--- src/rtl/h2s_pkg.sv ---
package h2s_pkg;
   typedef enum logic [2:0] {
      CL_ZERO = 3'd0,
      CL_SUB  = 3'd1,
      CL_NORM = 3'd2,
      CL_INF  = 3'd3,
      CL_NAN  = 3'd4
   } fp_class_e;
endpackage

--- src/rtl/h2s_classify.sv ---
module h2s_classify
   import h2s_pkg::*;
#(
   parameter int EXP_IN = 5,
   parameter int MAN_IN = 10,
   localparam int IN_W  = 1 + EXP_IN + MAN_IN
) (
   input  logic [IN_W-1:0]   word,
   output logic              sgn,
   output logic [EXP_IN-1:0] ex_f,
   output logic [MAN_IN-1:0] man,
   output fp_class_e         cls,
   output logic              is_snan
);
   assign sgn  = word[IN_W-1];
   assign ex_f = word[IN_W-2 -: EXP_IN];
   assign man  = word[MAN_IN-1:0];

   always_comb begin
      if (ex_f == '0)
         cls = (man == '0) ? CL_ZERO : CL_SUB;
      else if (&ex_f)
         cls = (man == '0) ? CL_INF : CL_NAN;
      else
         cls = CL_NORM;
   end

   // top fraction bit clear means the NaN signals
   assign is_snan = (cls == CL_NAN) && !man[MAN_IN-1];
endmodule

--- src/rtl/h2s_lzc.sv ---
module h2s_lzc #(
   parameter int W  = 10,
   localparam int CW = $clog2(W + 1)
) (
   input  logic [W-1:0]  vec,
   output logic [CW-1:0] cnt
);
   // scan upward; the highest set bit writes last and wins
   always_comb begin
      cnt = CW'(W);
      for (int i = 0; i < W; i++) begin
         if (vec[i]) cnt = CW'(W - 1 - i);
      end
   end
endmodule

--- src/rtl/h2s_assemble.sv ---
module h2s_assemble
   import h2s_pkg::*;
#(
   parameter int EXP_IN  = 5,
   parameter int MAN_IN  = 10,
   parameter int EXP_OUT = 8,
   parameter int MAN_OUT = 23,
   localparam int LZW    = $clog2(MAN_IN + 1),
   localparam int OUT_W  = 1 + EXP_OUT + MAN_OUT,
   localparam int PAD    = MAN_OUT - MAN_IN,
   localparam int REBIAS = (2**(EXP_OUT-1) - 1) - (2**(EXP_IN-1) - 1)
) (
   input  logic              sgn,
   input  logic [EXP_IN-1:0] ex_f,
   input  logic [MAN_IN-1:0] man,
   input  fp_class_e         cls,
   input  logic [LZW-1:0]    lz,
   input  logic              dflt,
   output logic [OUT_W-1:0]  res
);
   logic [MAN_IN-1:0]  sub_frac;
   logic [MAN_OUT-1:0] nan_frac;
   logic [MAN_OUT-1:0] dnan_frac;

   // the leading one becomes the hidden bit and shifts out
   assign sub_frac = man << (int'(lz) + 1);

   always_comb begin
      nan_frac            = {man, {PAD{1'b0}}};
      nan_frac[MAN_OUT-1] = 1'b1;
      dnan_frac           = '0;
      dnan_frac[MAN_OUT-1] = 1'b1;
   end

   always_comb begin
      unique case (cls)
         CL_ZERO: res = {sgn, {EXP_OUT{1'b0}}, {MAN_OUT{1'b0}}};
         CL_INF:  res = {sgn, {EXP_OUT{1'b1}}, {MAN_OUT{1'b0}}};
         CL_NORM: res = {sgn, EXP_OUT'(ex_f) + EXP_OUT'(REBIAS),
                         man, {PAD{1'b0}}};
         CL_SUB:  res = {sgn, EXP_OUT'(REBIAS) - EXP_OUT'(lz),
                         sub_frac, {PAD{1'b0}}};
         CL_NAN:  res = dflt ? {1'b0, {EXP_OUT{1'b1}}, dnan_frac}
                             : {sgn, {EXP_OUT{1'b1}}, nan_frac};
         default: res = '0;
      endcase
   end
endmodule

--- src/rtl/h2s_widen.sv ---
module h2s_widen
   import h2s_pkg::*;
#(
   parameter int EXP_IN     = 5,
   parameter int MAN_IN     = 10,
   parameter int EXP_OUT    = 8,
   parameter int MAN_OUT    = 23,
   parameter bit REGISTERED = 1'b1,
   localparam int IN_W  = 1 + EXP_IN + MAN_IN,
   localparam int OUT_W = 1 + EXP_OUT + MAN_OUT,
   localparam int LZW   = $clog2(MAN_IN + 1),
   localparam int REBIAS = (2**(EXP_OUT-1) - 1) - (2**(EXP_IN-1) - 1)
) (
   input  logic             clk,
   input  logic             rst_n,
   input  logic             in_valid,
   input  logic [IN_W-1:0]  in_half,
   input  logic             dflt_nan,
   input  logic             flag_clr,
   output logic             out_valid,
   output logic [OUT_W-1:0] out_single,
   output logic             inv_flag
);
   if (EXP_OUT <= EXP_IN || MAN_OUT <= MAN_IN) begin : g_bad_cfg
      $error("h2s_widen: output fields must be wider than input fields");
   end

   localparam logic [OUT_W-1:0] DNAN = {1'b0, {EXP_OUT{1'b1}}, 1'b1, {(MAN_OUT-1){1'b0}}};

   logic              sgn;
   logic [EXP_IN-1:0] ex_f;
   logic [MAN_IN-1:0] man;
   fp_class_e         cls;
   logic              is_snan;
   logic [LZW-1:0]    lz;
   logic [OUT_W-1:0]  res;

   h2s_classify #(.EXP_IN(EXP_IN), .MAN_IN(MAN_IN)) u_cls (
      .word(in_half), .sgn(sgn), .ex_f(ex_f), .man(man),
      .cls(cls), .is_snan(is_snan)
   );

   h2s_lzc #(.W(MAN_IN)) u_lzc (.vec(man), .cnt(lz));

   h2s_assemble #(.EXP_IN(EXP_IN), .MAN_IN(MAN_IN),
                  .EXP_OUT(EXP_OUT), .MAN_OUT(MAN_OUT)) u_asm (
      .sgn(sgn), .ex_f(ex_f), .man(man), .cls(cls), .lz(lz),
      .dflt(dflt_nan), .res(res)
   );

   // sticky invalid flag: a new event wins over a clear
   logic flag_q;
   always_ff @(posedge clk or negedge rst_n) begin
      if (!rst_n)                   flag_q <= 1'b0;
      else if (in_valid && is_snan) flag_q <= 1'b1;
      else if (flag_clr)            flag_q <= 1'b0;
   end
   assign inv_flag = flag_q;

   p_set_r7: assert property (@(posedge clk) disable iff (!rst_n)
      (in_valid && is_snan) |=> inv_flag);
   p_sticky_r8: assert property (@(posedge clk) disable iff (!rst_n)
      (inv_flag && !flag_clr) |=> inv_flag);
   p_quiet_r7: assert property (@(posedge clk) disable iff (!rst_n)
      (!inv_flag && !(in_valid && cls == CL_NAN)) |=> !inv_flag);

   if (REGISTERED) begin : g_reg
      logic             vld_q;
      logic [OUT_W-1:0] out_q;
      always_ff @(posedge clk or negedge rst_n) begin
         if (!rst_n) begin
            vld_q <= 1'b0;
            out_q <= '0;
         end else begin
            vld_q <= in_valid;
            if (in_valid) out_q <= res;
         end
      end
      assign out_valid  = vld_q;
      assign out_single = out_q;

      p_latency_r9: assert property (@(posedge clk) disable iff (!rst_n)
         in_valid |=> out_valid);
      p_idle_r9: assert property (@(posedge clk) disable iff (!rst_n)
         !in_valid |=> (!out_valid && $stable(out_single)));
      p_dnan_r6: assert property (@(posedge clk) disable iff (!rst_n)
         (in_valid && dflt_nan && cls == CL_NAN) |=> (out_single == DNAN));
      p_sub_exp_r4: assert property (@(posedge clk) disable iff (!rst_n)
         (in_valid && cls == CL_SUB) |=>
            (out_single[OUT_W-2 -: EXP_OUT] <= EXP_OUT'(REBIAS) &&
             out_single[OUT_W-2 -: EXP_OUT] != '0));
   end else begin : g_comb
      assign out_valid  = in_valid;
      assign out_single = res;
   end
endmodule

--- config.mk ---
export PLATFORM = sky130hd
export DESIGN_NAME = h2s_widen
export DESIGN_NICKNAME = d
export VERILOG_FILES = /design/src/rtl/h2s_pkg.sv /design/src/rtl/h2s_classify.sv /design/src/rtl/h2s_lzc.sv /design/src/rtl/h2s_assemble.sv /design/src/rtl/h2s_widen.sv
export SDC_FILE = /design/constraint.sdc
export NUM_CORES = 1
export LEC_CHECK = 0
export ABC_AREA = 1
export CAP_MARGIN = 25
export CORE_MARGIN = 2
export CORE_UTILIZATION = 46
export DETAILED_ROUTE_END_ITERATION = 6
export PLACE_DENSITY_LB_ADDON = 0.2
export SLEW_MARGIN = 20
export SYNTH_ARGS = -nofsm -noshare
export SYNTH_HDL_FRONTEND = slang
export SYNTH_SLANG_ARGS = --single-unit
--- constraint.sdc ---
create_clock -name clk -period 1.08 [get_ports clk]
set_input_delay 0.216 -clock clk [delete_from_list [all_inputs] [get_ports clk]]
set_output_delay 0.216 -clock clk [all_outputs]
set_load 0.02 [all_outputs]
==> results.yml, run 1 <==
run_status:
  status: "complete, but fails checks"
  violations: "negative setup slack"
placed_design:
  dp_hpwl_mm: 3.84
  routabilityCongestion: 0.895
  io_buffers: 41
  dpl_worst_slack_ns: -1.39
  place_area_um2: 2520
die:
  ios: 55
  initial_core_util_pct: 48.3
  die_y_um: 63.4
  die_area_um2: 4020
  die_width_um: 63.4
  num_rows: 21
  core_area_um2: 3360
critical_path:
  crit_arrival_ns: 2.25
  worstPathMaxFanout: 13
  path_class: "input pin to flop"
  crit_path_end_kind: "flop"
  critPathRequiredTime_ns: 1.33
  worst_setup_path_start_kind: "input pin"
cts:
  cts_buffer_depth: 2
  root_buffer: "clkbuf_4"
  cts_tree: "done"
  postCtsHoldBufs: 0
  clk_pin_slew_ns: 0.14
  cts_max_level: 1
  numCtsBuffers: 3
  worstSkewPairLatency_ns: 0.33
  cts.sinks: 20
global_route:
  grt_max_degree: 21
  grt-ovfl-total: 0
  grtUsageTotal_pct: 34.4
  grt_pass1_vias: 2131
  grt_first_pass_wirelength_mm: 10.6
  antenna_found_initial: 0
sta:
  period_minus_slack_ns: 2.00
  rsz0062_at_grt: "true"
  final.period_utilization_pct: 185
  setup_ws_ns: -0.922
  fin_setup_tns_ns: -10.78
  finalMaxSlewViolations: 0
  finClkSkew_ns: 0
  hold_viol_final: 0
  setup_viol: 35
  fmax_mhz: 499
power_and_ir_drop:
  p_leak_nw: 1.54
  vdd_ir_drop_max_uv: 806
  p_total_mw: 2.93
  power.density_nw_per_um2: 896
drt:
  drc: 0
  ant_nets: 0
  drt_iter0_markers: 390
  vias: 2644
  wl_mm: 10.5
  viasPerCell: 6.53
  dr.pass1.iters: 7
  wl_per_cell_um: 25.8
flow_run:
  drv_cap: 0
yosys:
  synth-edff-count: 0
  synth_most_common_cell: "nand2_1"
  synth_top_area_share_pct: 30.8
  syn_inst: 229
  synth.largest_area_cell: "dfrtp_1"
  syn-cell-area_um2: 1620
  yosys_most_used_dff: "dfrtp_1"
  syn-mean-instance-area_um2: 7.09
  ys_ff_latch: 20
  ys_seq_area_share_pct: 30.8
  ys_types: 37
  synth_warnings: 0
  ys_top_cells_by_count: "42 x nand2_1, 26 x inv_1, 26 x nor2_1"
  synth-async-reset-ratio_pct: 100
  synth.area.top_cells: "dfrtp_1 31%, nand2_1 9.7%, nand3_1 7.7%"
layout:
  fin_util_pct: 97.3
  drive_above_1_share_pct: 63.8
  areaGrowthSynthToFinish_pct: 102
  finish.instance_area_um2: 3270
  antenna_cells: 0
  nets: 383
min_path:
  hold_path.class: "input pin to flop"
==> power by group <==
| part | switching, mW | internal [mW] |
|---|---|---|
| Clock | 0.272 | 0.206 |
| Sequential | 0.0668 | 0.817 |
| Combinational | 0.877 | 0.692 |
| Total | 1.22 | 1.72 |
==> flip-flops by register name, indices dropped and copies added (netlist names) <==
| signal | count |
|---|---|
| inv_flag | 1 |
| out_single | 18 |
| out_valid | 1 |
==> layout make-up <==
type | instances | area, µm²
multi-input combinational | 171 | 1300
tap | 46 | 57.6
inverter | 30 | 148
fill | 60 | 91.3
clock buffer | 4 | 36.3
sequential | 20 | 500
timing repair buffer | 134 | 1230
==> cells in the final DEF, fill, tap and decap left out, drive strengths merged, types with 3 or more instances in the layout <==
cell type and n:
nor2 27, dfrtp 20, o21ai 9, clkbuf 10
a21oi 23, clkdlybuf4s50 5, nand2 48, a31oi 4
nand3 28, inv 30, buf 122, conb 13
nand4 3
==> cells by family (layout without fill, tap and decap cells) <==
kind of cell	Yosys count	count (layout)	share of synthesized area, %
AOI/OAI and AO/OA	41	41	14.6
xor gates and xnor gates	2	2	2.24
adders and majority gates	2	2	1.54
buffers and inverters	50	168	15.7
DFF	20	20	30.8
other	1	13	0.231
and+or+nand+nor	113	113	34.8
==> layer usage <==
| layer | up-vias | global-route usage (%) | share of wire, % |
|---|---|---|---|
| li1 | 989 | - | - |
| met1 | 1190 | 36.5 | 30 |
| met2 | 317 | 64.6 | 44 |
| met3 | 148 | 6.25 | 12 |
| met4 | 0 | 16.3 | 14 |
| met5 | - | 0 | 0 |
==> per-stage QoR <==
| stage | hold slack (ns) | std cells |
|---|---|---|
| finish | 0.209 | 405 |
| global route | 0.194 | 405 |
| CTS | 0.229 | 393 |
| detailed placement | 0.464 | 365 |
| global placement | 0.470 | 365 |
| floorplan | -0.0796 | 241 |
==> final timing paths <==
check / startpoint / to / slack [ns] / depth (start not counted)
hold reg to reg: out_single[17] / out_single[17] / 0.57 / 2
max in group asynchronous: rst_n / out_single[19] / 0.70 / 2
setup / recovery: in_half[1] / out_single[22] / -0.92 / 19
setup reg to reg: out_single[29] / out_single[29] / 0.04 / 4
hold / removal: in_half[9] / inv_flag / 0.21 / 2
min in group asynchronous: rst_n / out_single[15] / 0.23 / 2
==> critical path: stages <==
cell and delay [ns]:
buf_8 0.08, buf_8 0.11, inv_12 0.03, nand2_4 0.06, nand2_4 0.05, nand2_2 0.06
nand2_2 0.08, nand2_2 0.10, nand2_2 0.07, nand2_4 0.07, nand2_4 0.08, buf_4 0.21
o21ai_1 0.34, nand2_1 0.18, nand2_2 0.14, nand2_2 0.07, nand2_1 0.07, nand2_1 0.07
a21oi_2 0.13
==> timing repair <==
action,in CTS,in global routing
hold endpoints to repair,0,0
pin swaps,39,24
resized for setup,240,68
setup buffers,26,12
setup endpoints to repair,39,39
No activity file was read; power rests on OpenSTA's default activity.
==> run 2, diff against run 1 <==
- PLACE_DENSITY: default -> 0.79
- PLACE_DENSITY_LB_ADDON: 0.2 -> default
==> run 2 against run 1 <==
  * The flow still finishes with violations (negative setup slack)
  * Non-clock buffer count fell by 4
  * Hold slack worse by 0.014 ns
  * Fmax decreased by 0.87%
  * Die area unchanged
  * Largest cell class unchanged
  * Highest routed layer unchanged
==> results.yml, run 2 (synthesis gave the netlist of run 1 again) <==
cts:
  cts_buffer_depth: 2
  cts_tree: "done"
  clk_pin_slew_ns: 0.12
  cts.sinks: 20
  cts_max_level: 1
  root_buffer: "clkbuf_4"
  numCtsBuffers: 3
  postCtsHoldBufs: 0
  worstSkewPairLatency_ns: 0.31
global_route:
  grt_first_pass_wirelength_mm: 10.1
  grt_pass1_vias: 2167
  grt-busiest-layer: "met2"
  grt-ovfl-total: 0
  grt_max_degree: 21
  grt_use_met3_pct: 5.89
  grtUsageTotal_pct: 32.2
  grt_util_met2_pct: 58.7
  antenna_found_initial: 0
  met1_usage_pct: 34.1
critical_path:
  worstPathMaxFanout: 11
  critPathRequiredTime_ns: 1.28
  crit_slowest_cell: "ha_4"
  crit_top_cell: "nand2_1"
  crit_arrival_ns: 2.22
  path_cells: "buf_6 -> buf_8 -> inv_12 -> nand2_4 -> nand2_2 -> nand2_2 -> nand2_1 -> nand2_1 -> nand2_2 -> nand2_4 -> nand2_4 -> inv_2 -> ha_4 -> inv_6 -> a31oi_1 -> nand2_1 -> nand2_1 -> nand2_1 -> nand2_1 -> a21oi_2"
  worst_setup_path_start_kind: "input pin"
  crit_path_end_kind: "flop"
  path_class: "input pin to flop"
  max_stage_delay_ns: 0.32
layout:
  drive_above_1_share_pct: 61.6
  final_common_cell: "buf_4"
  mostFrequentLayoutCells: "69 x buf_4, 43 x buf_6, 30 x nand2_1"
  antenna_cells: 0
  areaGrowthSynthToFinish_pct: 94.4
  largest_register: "out_single"
  largest_reg_flops: 18
  nets: 379
drt:
  ant_nets: 0
  drc: 0
  wl_mm: 8.97
  dr.pass1.iters: 6
  vias: 2471
  drt_iter0_markers: 331
  wl_per_cell_um: 22.4
  viasPerCell: 6.18
placed_design:
  io_buffers: 41
  dpl_worst_slack_ns: -1.43
  dp_hpwl_mm: 3.82
  routabilityCongestion: 0.913
power_and_ir_drop:
  p_total_mw: 2.70
  p_leak_nw: 1.53
  power.density_nw_per_um2: 855
  vdd_ir_drop_max_uv: 906
die:
  die_width_um: 63.4
  num_rows: 21
  core_area_um2: 3360
  initial_core_util_pct: 48.3
  die_y_um: 63.4
  ios: 55
  die_area_um2: 4020
sta:
  setup_viol: 28
  finClkSkew_ns: 0
  rsz0062_at_grt: "true"
  period_minus_slack_ns: 2.02
  setup_ws_ns: -0.940
  hold_viol_final: 0
  final.period_utilization_pct: 187
  fmax_mhz: 495
  finalMaxSlewViolations: 0
run_status:
  violations: "negative setup slack"
  status: "complete, but fails checks"
min_path:
  hold_path.class: "input pin to flop"
flow_run:
  drv_cap: 0
==> run 2: cell count changes in the layout (fill, tap and decap cells not counted), sizes merged <==
cell,change
clkdlybuf4s15,-1
inv,-1
buf,-3
clkbuf,-2
dlygate4sd2,+1
clkinv,+1
==> run 2: critical path, delay by kind of cell <==
family,cells,cell delay [ns]
buffers and inverters,5,0.40
AO/OA/AOI/OAI,2,0.28
adder cells (fa/ha/maj),1,0.32
AND/OR/NAND/NOR,12,0.99
==> run 2: final cells by class <==
type | count | area (µm²)
fillers | 109 | 208
well taps | 46 | 57.6
multi-input cells | 171 | 1240
repair buffers | 130 | 1190
clock buffers | 3 | 22.5
flip-flops and latches | 20 | 500
inverters | 30 | 148
==> run 2: worst paths after layout <==
check                           cells after the start           start  slack [ns]        endpoint
worst max-delay path                               20      in_half[1]       -0.94  out_single[22]
worst min-delay path                                3     in_half[12]        0.19  out_single[25]
worst max register to register                      4  out_single[29]        0.05  out_single[29]
worst min register to register                      2  out_single[30]        0.55  out_single[30]
max in group asynchronous                           2           rst_n        0.68  out_single[15]
min in group asynchronous                           2           rst_n        0.25  out_single[25]
==> run 2: per-layer routing <==
metal | wire [µm] | share of wire [%] | vias to the layer above
li1 | - | - | 971
met1 | 2990 | 33 | 1132
met2 | 4240 | 47 | 265
met3 | 879 | 9.8 | 103
met4 | 855 | 9.5 | 0
met5 | 0 | 0 | -
==> run 2: where the power goes <==
group / internal, mW / switching [mW] / leakage, nW
Combinational: 0.657 / 0.789 / 1.29
Sequential: 0.817 / 0.0586 / 0.229
Clock: 0.130 / 0.246 / 0.0138
==> run 2: what timing repair did <==
item,CTS,global route
setup endpoints to repair,39,39
buffers inserted,21,16
pin swaps,32,28
gates resized for setup,218,83
cloned,1,0
==> run 2: metrics by stage <==
stage	cells	setup TNS, ns	hold WS (ns)	cell area [µm²]	util [%]
2_1_floorplan	241	-7.24	-0.0796	1740	-
6_report	400	-9.62	0.194	3160	93.8
5_1_grt	400	-10.44	0.194	3160	93.8
3_5_place_dp	363	-21.84	0.482	2500	74.2
4_1_cts	386	-6.89	0.223	2800	83.4
3_3_place_gp	363	-21.30	0.470	2500	74.2
==> run 3, diff against run 2 <==
- CTS_BUF_LIST: default -> sky130_fd_sc_hd__clkbuf_16
- SLEW_MARGIN: 20 -> 30
==> run 3 against run 2 <==
  * The run still ends with negative setup slack left
  * Register-to-register slack better by 0.15 ns
  * Sequential cell count is the same
  * Sequential share of layout area is 0.67 points higher
  * Wire length shrank 7.6%
  * Critical path depth shrank 2
  * Clock-buffer cell count unchanged
  * Via count is 5.4% lower
  * Design area down 4.0%
  * Hold slack improved by 0.081 ns
  * Clock power rose by 100%
  * Worst setup slack improved by 0.16 ns
  * Clock skew did not move
  * Largest power group unchanged
==> results.yml, run 3 (synthesis gave the netlist of run 1 again) <==
flow_run:
  drv_cap: 0
sta:
  finalMaxSlewViolations: 0
  holdWs_ns: 0.275
  setup_viol: 19
  hold_viol_final: 0
  period_minus_slack_ns: 1.86
  finClkSkew_ns: 0
  setup_ws_ns: -0.782
  rsz0062_at_grt: "true"
  fmax_mhz: 537
  final.period_utilization_pct: 172
cts:
  worstSkewPairLatency_ns: 0.26
  postCtsHoldBufs: 0
  root_buffer: "clkbuf_16"
  cts_buffer_depth: 2
  cts_max_level: 1
  numCtsBuffers: 3
  cts.sinks: 20
  clk_pin_slew_ns: 0.05
  cts_tree: "done"
layout:
  nets: 370
  multi_input_area_um2: 1260
  mostFrequentLayoutCells: "62 x buf_4, 29 x nand2_1, 23 x buf_2"
  finish.instance_area_um2: 3030
  seq_area_um2: 500
  drive_above_1_share_pct: 61.4
  antenna_cells: 0
  areaGrowthSynthToFinish_pct: 86.6
  largest_reg_flops: 18
  stdcell_count: 391
  fillers: 140
  final_common_cell: "buf_4"
  largest_register: "out_single"
  fin_util_pct: 90.0
critical_path:
  critPathRequiredTime_ns: 1.26
  max_stage_delay_ns: 0.21
  crit_slowest_cell: "a21oi_1"
  path_cells: "buf_6 -> buf_6 -> nand2_4 -> nand2_2 -> nand2_2 -> nand2_1 -> nand2_1 -> nand2_2 -> nand2_4 -> nand2_4 -> ha_4 -> xnor2_4 -> buf_12 -> inv_8 -> nand4_1 -> a21oi_1 -> nand2_1 -> a21oi_2"
  worst_setup_path_start_kind: "input pin"
  cp_top_family: "simple AND/OR/NAND/NOR gates"
  worstPathMaxFanout: 4
  crit_path_end_kind: "flop"
  cp_num_buf_inv: 4
  path_class: "input pin to flop"
  crit_arrival_ns: 2.04
run_status:
  status: "complete, but fails checks"
  violations: "negative setup slack"
placed_design:
  io_buffers: 41
  dp_cells: 363
  routabilityCongestion: 0.913
  place_area_um2: 2500
  dp_hpwl_mm: 3.82
die:
  num_rows: 21
  die_y_um: 63.4
  initial_core_util_pct: 48.3
  die_width_um: 63.4
  core_area_um2: 3360
  ios: 55
  die_area_um2: 4020
drt:
  viasPerCell: 5.98
  ant_nets: 0
  wl_mm: 8.29
  drc: 0
  wl_per_cell_um: 21.2
  vias: 2338
  drt_iter0_markers: 299
  dr.pass1.iters: 7
global_route:
  grt_pass1_vias: 2069
  grt-ovfl-total: 0
  grt_first_pass_wirelength_mm: 10.2
  grtUsageTotal_pct: 32.4
  grt_max_degree: 21
  antenna_found_initial: 0
power_and_ir_drop:
  power.density_nw_per_um2: 964
  vdd_ir_drop_max_uv: 1260
  p_leak_nw: 1.46
  p_total_mw: 2.92
min_path:
  hold_path.class: "input pin to flop"
-- run 3: changes by cell type in the layout (fill, tap and decap cells not counted), sizes merged --
cell and change:
clkinv -1, clkbuf -2, buf -10, inv +2, clkdlybuf4s15 +2
-- run 3: worst paths after layout --
path,depth (start not counted),slack (ns),startpoint,end
min in group asynchronous,2,0.33,rst_n,out_single[18]
worst max-delay path,18,-0.78,in_half[0],out_single[21]
worst max register to register,3,0.20,out_single[19],out_single[19]
worst min-delay path,3,0.28,in_half[10],out_single[23]
max in group asynchronous,2,0.61,rst_n,inv_flag
worst min register to register,2,0.52,out_single[20],out_single[20]
-- run 3: report_power, final --
part	total (mW)	leakage [nW]	internal (mW)	switching, mW
Combinational	1.29	1.19	0.532	0.757
Sequential	0.865	0.229	0.819	0.0460
Clock	0.765	0.0370	0.489	0.276
Total	2.92	1.46	1.84	1.08
-- run 3: routing by layer --
metal  vias to the layer above  share of wire (%)  track usage [%]
met5                         -                  0                0
met4                         0                7.3             8.70
met1                      1093                 34             40.0
met2                       216                 49             58.2
met3                        66                9.5             5.36
li1                        963                  -                -
-- run 3: what timing repair did --
action,CTS,global route
endpoints found under the setup margin,39,19
gates resized for setup,203,56
pin swaps,32,31
gates cloned,1,1
setup buffers,17,11
-- run 3: tightest hold or removal path: cells and delay by family --
kind | cells | cell delay [ns]
compound gates | 1 | 0.11
buf+inv | 1 | 0.11
simple gates | 1 | 0.05
-- run 3: area by class of cell --
type / instances / share of cell area (%)
sequential: 20 / 16.5
inverter: 30 / 4.88
tap: 46 / 1.90
multi-input combinational: 171 / 41.7
timing repair inverter: 1 / 0.207
timing repair buffer: 120 / 32.3
clock buffer: 3 / 2.48
-- run 3: stage by stage --
step / setup slack (ns) / setup TNS [ns]
floorplan: -0.681 / -7.24
global placement: -1.41 / -21.30
detailed placement: -1.43 / -21.84
CTS: -0.656 / -8.14
global route: -0.859 / -10.66
finish: -0.782 / -9.48
